## src/rtl/spi_slave_pkg.sv

```systemverilog
package spi_slave_pkg;
  localparam int ADDR_W = 2;
  localparam logic [ADDR_W-1:0] A_DATA = 2'd0;
  localparam logic [ADDR_W-1:0] A_CTL  = 2'd1;
  localparam logic [ADDR_W-1:0] A_STAT = 2'd2;

  // control register layout, bit 0 = en ... bit 4 = cpha
  typedef struct packed {
    logic cpha;
    logic cpol;
    logic ie;
    logic msel;
    logic en;
  } ctl_t;

  localparam int CTL_W = $bits(ctl_t);
  localparam int STAT_W = 2;
endpackage

```

## src/rtl/spi_slave_sync.sv

```systemverilog
module spi_slave_sync #(
  parameter int              W       = 3,
  parameter logic [W-1:0]    RST_VAL = '0
) (
  input  logic         clk,
  input  logic         rst_n,
  input  logic [W-1:0] din,
  output logic [W-1:0] dout
);
  for (genvar i = 0; i < W; i++) begin : g_bit
    logic s1_q, s2_q;
    always_ff @(posedge clk or negedge rst_n) begin
      if (!rst_n) begin
        s1_q <= RST_VAL[i];
        s2_q <= RST_VAL[i];
      end else begin
        s1_q <= din[i];
        s2_q <= s1_q;
      end
    end
    assign dout[i] = s2_q;
  end
endmodule

```

## src/rtl/spi_slave_shift.sv

```systemverilog
module spi_slave_shift #(
  parameter int DW = 8,
  localparam int CW = $clog2(DW)
) (
  input  logic          clk,
  input  logic          rst_n,
  input  logic          active,
  input  logic          cpol,
  input  logic          cpha,
  input  logic          sck_s,
  input  logic          mosi_s,
  input  logic          load_en,
  input  logic [DW-1:0] load_data,
  input  logic [DW-1:0] tx_hold,
  output logic          miso,
  output logic          done,
  output logic [DW-1:0] rx_byte,
  output logic [CW-1:0] cnt
);
  localparam logic [CW-1:0] LAST = CW'(DW - 1);

  logic          sck_d_q;
  logic [CW-1:0] cnt_q, cnt_n;
  logic [DW-1:0] rx_q, rx_n;
  logic [DW-1:0] tx_q, tx_n;
  logic          rise, fall, lead, trail, samp, shft;

  assign rise  = sck_s & ~sck_d_q;
  assign fall  = ~sck_s & sck_d_q;
  assign lead  = cpol ? fall : rise;
  assign trail = cpol ? rise : fall;
  assign samp  = active & (cpha ? trail : lead);
  assign shft  = active & (cpha ? lead : trail);

  always_comb begin
    cnt_n = cnt_q;
    rx_n  = rx_q;
    tx_n  = tx_q;
    done  = 1'b0;
    if (!active) begin
      cnt_n = '0;
      tx_n  = tx_hold;
    end else begin
      if (samp) begin
        rx_n = {rx_q[DW-2:0], mosi_s};
        if (cnt_q == LAST) begin
          cnt_n = '0;
          done  = 1'b1;
          tx_n  = tx_hold;
        end else begin
          cnt_n = cnt_q + 1'b1;
        end
      end else if (shft && cnt_q != '0) begin
        tx_n = {tx_q[DW-2:0], 1'b0};
      end
      if (load_en && cnt_q == '0 && !samp) begin
        tx_n = load_data;
      end
    end
  end

  always_ff @(posedge clk or negedge rst_n) begin
    if (!rst_n) begin
      sck_d_q <= 1'b0;
      cnt_q   <= '0;
      rx_q    <= '0;
      tx_q    <= '0;
    end else begin
      sck_d_q <= sck_s;
      cnt_q   <= cnt_n;
      rx_q    <= rx_n;
      tx_q    <= tx_n;
    end
  end

  assign miso    = tx_q[DW-1];
  assign rx_byte = {rx_q[DW-2:0], mosi_s};
  assign cnt     = cnt_q;
endmodule

```

## src/rtl/spi_slave_regs.sv

```systemverilog
module spi_slave_regs
  import spi_slave_pkg::*;
#(
  parameter int DW = 8
) (
  input  logic              clk,
  input  logic              rst_n,
  input  logic              bus_sel,
  input  logic              bus_we,
  input  logic [ADDR_W-1:0] bus_addr,
  input  logic [DW-1:0]     bus_wdata,
  output logic [DW-1:0]     bus_rdata,
  input  logic              done,
  input  logic [DW-1:0]     rx_byte,
  output ctl_t              ctl,
  output logic [DW-1:0]     tx_hold,
  output logic              load_en,
  output logic              flag,
  output logic              ovr,
  output logic              armed,
  output logic [DW-1:0]     rx_data
);
  ctl_t          ctl_q, ctl_n;
  logic [DW-1:0] tx_q, tx_n;
  logic [DW-1:0] rx_q, rx_n;
  logic          flag_q, flag_n;
  logic          ovr_q, ovr_n;
  logic          arm_q, arm_n;
  logic          rd_stat, data_acc, data_wr, ctl_wr, wr_ok, clr;
  logic [CTL_W-1:0] ctl_bits;

  assign rd_stat  = bus_sel & ~bus_we & (bus_addr == A_STAT);
  assign data_acc = bus_sel & (bus_addr == A_DATA);
  assign data_wr  = data_acc & bus_we;
  assign ctl_wr   = bus_sel & bus_we & (bus_addr == A_CTL);
  assign wr_ok    = data_wr & (~flag_q | arm_q);
  assign clr      = data_acc & arm_q;

  always_comb begin
    ctl_n  = ctl_q;
    tx_n   = tx_q;
    rx_n   = rx_q;
    flag_n = flag_q;
    ovr_n  = ovr_q;
    arm_n  = arm_q;
    if (ctl_wr) ctl_n = ctl_t'(bus_wdata[CTL_W-1:0]);
    if (wr_ok)  tx_n  = bus_wdata;
    if (rd_stat && flag_q) arm_n = 1'b1;
    if (clr) begin
      flag_n = 1'b0;
      ovr_n  = 1'b0;
      arm_n  = 1'b0;
    end
    if (done) begin
      if (flag_n) begin
        ovr_n = 1'b1;
      end else begin
        flag_n = 1'b1;
        rx_n   = rx_byte;
      end
    end
  end

  always_ff @(posedge clk or negedge rst_n) begin
    if (!rst_n) begin
      ctl_q  <= '0;
      tx_q   <= '0;
      rx_q   <= '0;
      flag_q <= 1'b0;
      ovr_q  <= 1'b0;
      arm_q  <= 1'b0;
    end else begin
      ctl_q  <= ctl_n;
      tx_q   <= tx_n;
      rx_q   <= rx_n;
      flag_q <= flag_n;
      ovr_q  <= ovr_n;
      arm_q  <= arm_n;
    end
  end

  assign ctl_bits = ctl_q;

  always_comb begin
    unique case (bus_addr)
      A_DATA:  bus_rdata = rx_q;
      A_CTL:   bus_rdata = {{(DW-CTL_W){1'b0}}, ctl_bits};
      A_STAT:  bus_rdata = {{(DW-STAT_W){1'b0}}, ovr_q, flag_q};
      default: bus_rdata = '0;
    endcase
  end

  assign ctl     = ctl_q;
  assign tx_hold = tx_q;
  assign load_en = wr_ok;
  assign flag    = flag_q;
  assign ovr     = ovr_q;
  assign armed   = arm_q;
  assign rx_data = rx_q;
endmodule

```

## src/rtl/spi_slave_ctl.sv

```systemverilog
module spi_slave_ctl
  import spi_slave_pkg::*;
#(
  parameter int DW = 8,
  localparam int CW = $clog2(DW)
) (
  input  logic              clk,
  input  logic              rst_n,
  input  logic              bus_sel_i,
  input  logic              bus_we_i,
  input  logic [ADDR_W-1:0] bus_addr_i,
  input  logic [DW-1:0]     bus_wdata_i,
  output logic [DW-1:0]     bus_rdata_o,
  input  logic              sck_i,
  input  logic              mosi_i,
  input  logic              ss_n_i,
  output logic              miso_o,
  output logic              miso_oe_o,
  output logic              irq_o
);
  logic [1:0]    rst_pipe_q;
  logic          rst_n_int;
  logic [2:0]    pins_s;
  logic          sck_s, mosi_s, ss_s;
  logic          active;
  ctl_t          ctl;
  logic [DW-1:0] tx_hold, rx_byte, rx_data;
  logic          load_en, done, miso, flag, ovr, armed;
  logic [CW-1:0] cnt;

  always_ff @(posedge clk or negedge rst_n) begin
    if (!rst_n) rst_pipe_q <= '0;
    else        rst_pipe_q <= {rst_pipe_q[0], 1'b1};
  end
  assign rst_n_int = rst_pipe_q[1];

  spi_slave_sync #(.W(3), .RST_VAL(3'b100)) u_sync (
    .clk   (clk),
    .rst_n (rst_n_int),
    .din   ({ss_n_i, mosi_i, sck_i}),
    .dout  (pins_s)
  );
  assign {ss_s, mosi_s, sck_s} = pins_s;

  assign active = ctl.en & ~ctl.msel & ~ss_s;

  spi_slave_shift #(.DW(DW)) u_shift (
    .clk       (clk),
    .rst_n     (rst_n_int),
    .active    (active),
    .cpol      (ctl.cpol),
    .cpha      (ctl.cpha),
    .sck_s     (sck_s),
    .mosi_s    (mosi_s),
    .load_en   (load_en),
    .load_data (bus_wdata_i),
    .tx_hold   (tx_hold),
    .miso      (miso),
    .done      (done),
    .rx_byte   (rx_byte),
    .cnt       (cnt)
  );

  spi_slave_regs #(.DW(DW)) u_regs (
    .clk       (clk),
    .rst_n     (rst_n_int),
    .bus_sel   (bus_sel_i),
    .bus_we    (bus_we_i),
    .bus_addr  (bus_addr_i),
    .bus_wdata (bus_wdata_i),
    .bus_rdata (bus_rdata_o),
    .done      (done),
    .rx_byte   (rx_byte),
    .ctl       (ctl),
    .tx_hold   (tx_hold),
    .load_en   (load_en),
    .flag      (flag),
    .ovr       (ovr),
    .armed     (armed),
    .rx_data   (rx_data)
  );

  assign miso_o    = miso;
  assign miso_oe_o = active;
  assign irq_o     = flag & ctl.ie;
endmodule

```

## config.mk

```make
export PLATFORM = sky130hd
export DESIGN_NAME = spi_slave_ctl
export DESIGN_NICKNAME = d
export VERILOG_FILES = /design/src/rtl/spi_slave_pkg.sv /design/src/rtl/spi_slave_sync.sv /design/src/rtl/spi_slave_shift.sv /design/src/rtl/spi_slave_regs.sv /design/src/rtl/spi_slave_ctl.sv
export SDC_FILE = /design/constraint.sdc
export NUM_CORES = 1
export LEC_CHECK = 0
export BUFFER_PORTS_ARGS = -buffer_cell sky130_fd_sc_hd__buf_4
export CAP_MARGIN = 20
export CORE_ASPECT_RATIO = 1.2
export CORE_MARGIN = 8
export CORE_UTILIZATION = 45
export CTS_CLUSTER_SIZE = 14
export DETAILED_ROUTE_END_ITERATION = 16
export SETUP_SLACK_MARGIN = 0.05
export SYNTH_ARGS = -nofsm -noshare
export SYNTH_HDL_FRONTEND = slang
export SYNTH_SLANG_ARGS = --single-unit
```

## constraint.sdc

```tcl
create_clock -name clk -period 2.05 [get_ports clk]
set_clock_uncertainty 0.05 [all_clocks]
set_input_delay 0.3075 -clock clk [delete_from_list [all_inputs] [get_ports clk]]
set_output_delay 0.3075 -clock clk [all_outputs]
set_load 0.01 [all_outputs]
```

==> flow_metrics.env <==
export IMPL_area_growth_pct=21.3
export IMPL_worstSetupStartpointType="register"
export IMPL_critPathRequiredTime_ns=2.19
export IMPL_synth_top_family_by_area="multiplexers"
export IMPL_dp_slack_ns=-0.0229
export IMPL_synth_edf_count=0
export IMPL_slowest_stage="dfrtp_1"
export IMPL_timing_rr_start="u_regs.ctl[3]$_DFFE_PN0P_"
export IMPL_synthXorXnorAreaFrac_pct=0.707
export IMPL_utilization_pct=56.5
export IMPL_finalNonFillerCells=291
export IMPL_async_reset_ff_share_pct=100
export IMPL_crit_chain="xor2_2, mux2i_2, and2_4, mux2_4, mux2_2"
export IMPL_cp_num_buf_inv=0
export IMPL_viasPerCell=5.28
export IMPL_drive_above_1_share_pct=40.3
export IMPL_vdd_drop_max_v=0.000455
export IMPL_crit_arrival_ns=2.09
export IMPL_min_from="mosi_i"
export IMPL_critPathTopFamily="multiplexers"
export IMPL_vias=1537
export IMPL_grt_pass1_wl_mm=8.14
export IMPL_syn_nets=210
export IMPL_antenna_found_initial=0
export IMPL_synthCells=190
export IMPL_leakage_nw=1.39
export IMPL_start_util_pct=46.6
export IMPL_wl_per_cell_um=16.7
export IMPL_synth_commonest_cells="dfrtp_1, mux2_2, nand2_1"
export IMPL_syn_area_per_cell_um2=12.1
export IMPL_syn_area_um2=2300
export IMPL_post_route_drc_count=0
export IMPL_max_cap_violations=0
export IMPL_drt_iter0_markers=64
export IMPL_ant_nets=0
export IMPL_htree_levels=2
export IMPL_p_per_area_nw_per_um2=948
export IMPL_wirelength_mm=4.87
export IMPL_startpoint="u_regs.ctl[3]$_DFFE_PN0P_"
export IMPL_crit_path_max_fanout=4
export IMPL_stdcell_area_um2=2790
export IMPL_dpl_cell_area_um2=2610
export IMPL_slew_headroom_pct=59.1
export IMPL_synthFlopType="dfrtp_1"
export IMPL_place_gp_congestion=0.754
export IMPL_critical_path_max_stage_delay_ns=0.44
export IMPL_synthAdderAreaFrac_pct=1.63
export IMPL_rsz0062_at_grt="true"
export IMPL_cts_tree="yes"
export IMPL_finalNetCount=251
export IMPL_yosys_cell_types_count=37
export IMPL_n_fill_cell=403
export IMPL_overflow=0
export IMPL_cts_buffers=5
export IMPL_grt_usage_pct=13.7
export IMPL_critical_path_class="register to register"
export IMPL_grt_pass1_vias=1693
export IMPL_clockBufferDepth=2
export IMPL_grt_start_max_net_pins=50
export IMPL_synth_seq_area_share_pct=55.5
export IMPL_synth_most_common_cell="dfrtp_1"
export IMPL_synth_top_cells_by_area="dfrtp_1, mux2_2, mux2i_1, nand2_1, a21oi_1"
export IMPL_io_buffers=27
export IMPL_dieWidth_um=81.3
export IMPL_diodes=0
export IMPL_synth_top_cell_by_area="dfrtp_1"
export IMPL_yosysTopAreaCellShare_pct=53.3
export IMPL_synth_compound_area_share_pct=5.76
export IMPL_finalSetupViolCount=0
export IMPL_yosys_warnings=0
export IMPL_path_clk_slew_ns=0.09
export IMPL_synth_seq_cells=51
export IMPL_core_area_um2=4940
export IMPL_dp_cells=279
export IMPL_fin_tns_setup_ns=0
export IMPL_root_buffer="clkbuf_8"
export IMPL_clock_latency_ns=0.30
export IMPL_hold_violations=0
export IMPL_synthMuxAreaShare_pct=21.5
export IMPL_fmax_mhz=511
export IMPL_cts_sinks=51
export IMPL_timing_final_crit_share_pct=95.5
export IMPL_synth_simple_area_share_pct=11.7
export IMPL_place_hpwl_mm=3.60
export IMPL_slew_violations=0
export IMPL_rows=28
export IMPL_final_min_clock_period_ns=1.96
export IMPL_die_y_um=94.4
export IMPL_dr_pass1_iters=4
export IMPL_io_pins=28
export IMPL_endpoint_kind="register"
export IMPL_finalWorstSetupSlack_ns=0.0921
export IMPL_min_path_type="input pin to register"
export IMPL_fp_dieArea_um2=7670
export IMPL_tightest_slew_ns=0.613
export IMPL_run_status="completed"
-- final timing paths --
check / cells after the start / slack, ns / to
min in group asynchronous: 2 / 0.27 / rst_pipe_q[1]$_DFF_PN0_
max reg2reg: 5 / 0.09 / u_shift.tx_q[1]$_DFFE_PN0P_
min reg2reg: 1 / 0.30 / u_shift.sck_d_q$_DFF_PN0_
max in group asynchronous: 1 / 1.22 / u_shift.cnt[1]$_DFFE_PN0P_
max: 5 / 0.09 / u_shift.tx_q[1]$_DFFE_PN0P_
min: 1 / 0.06 / u_sync.g_bit[1].s1_q$_DFF_PN0_
-- routing by layer --
metal | vias to the layer above | part of all wire [%] | global-route usage (%)
met5 | - | 0 | 0
met4 | 0 | 1.2 | 4.33
met3 | 7 | 5.2 | 4.09
met2 | 29 | 52 | 24.1
met1 | 771 | 41 | 15.4
li1 | 730 | - | -
-- per-stage QoR --
stage               total power, mW  hold slack [ns]
finish                         2.65           0.0562
CTS                            2.65           0.0463
floorplan                      1.76          -0.0381
global route                   2.81           0.0358
detailed placement             1.97           0.0404
global placement               1.94           0.0392
-- cells by family (layout without fill, tap and decap cells) --
kind of cell             count (synthesis)  after routing
AND/OR/NAND/NOR                         52             52
flip-flops                              51             51
buffers and inverters                   13             54
AO/OA/AOI/OAI                           24             24
adder cells (fa/ha/maj)                  3              3
multiplexers                            45             45
other                                    1              1
XOR/XNOR                                 1              1
-- layout by cell type (no fill, tap or decap), types with 2 or more instances in the layout --
master / count
a21oi_1: 14
inv_2: 2
and2_1: 5
nor2_1: 6
mux2_2: 27
dfstp_2: 2
nand2_1: 23
a31oi_1: 3
ha_1: 2
inv_1: 4
o21ai_0: 3
clkbuf_8: 5
mux2i_1: 14
mux2_4: 2
buf_4: 40
dfrtp_1: 48
nor2b_1: 3
-- where the power goes --
group	switching, mW	internal, mW	total, mW
sequential	0.131	1.22	1.35
combinational	0.271	0.361	0.632
clock	0.308	0.358	0.666
total	0.710	1.94	2.65
-- final cells by class --
cell class | count | area (µm²) | area share (%)
flip-flops and latches | 51 | 1280 | 45.8
inverters | 6 | 22.5 | 0.806
clock inverters | 1 | 30.0 | 1.08
clock buffers | 6 | 72.6 | 2.60
repair buffers | 41 | 310 | 11.1
well taps | 60 | 75.1 | 2.69
multi-input cells | 126 | 1000 | 35.9
-- flip-flops by register name (all words and copies together), names as in the netlist --
register           flops
u_regs.rx_data         8
u_regs.tx_hold         8
u_shift.tx_q           8
u_shift.rx_q           7
u_regs.ctl             5
u_shift.cnt            3
u_sync.g_bit.s1_q      3
u_sync.g_bit.s2_q      3
rst_pipe_q             2
u_regs.armed           1
u_regs.flag            1
u_regs.ovr             1
u_shift.sck_d_q        1
-- what timing repair did --
action	CTS	global route
setup endpoints to repair	7	18
hold buffers	1	0
endpoints found under the hold margin	2	0
buffers inserted	0	4
pin swaps	0	3
resized for setup	2	9
gates cloned	0	0
Power figures use the tool's default switching activity.
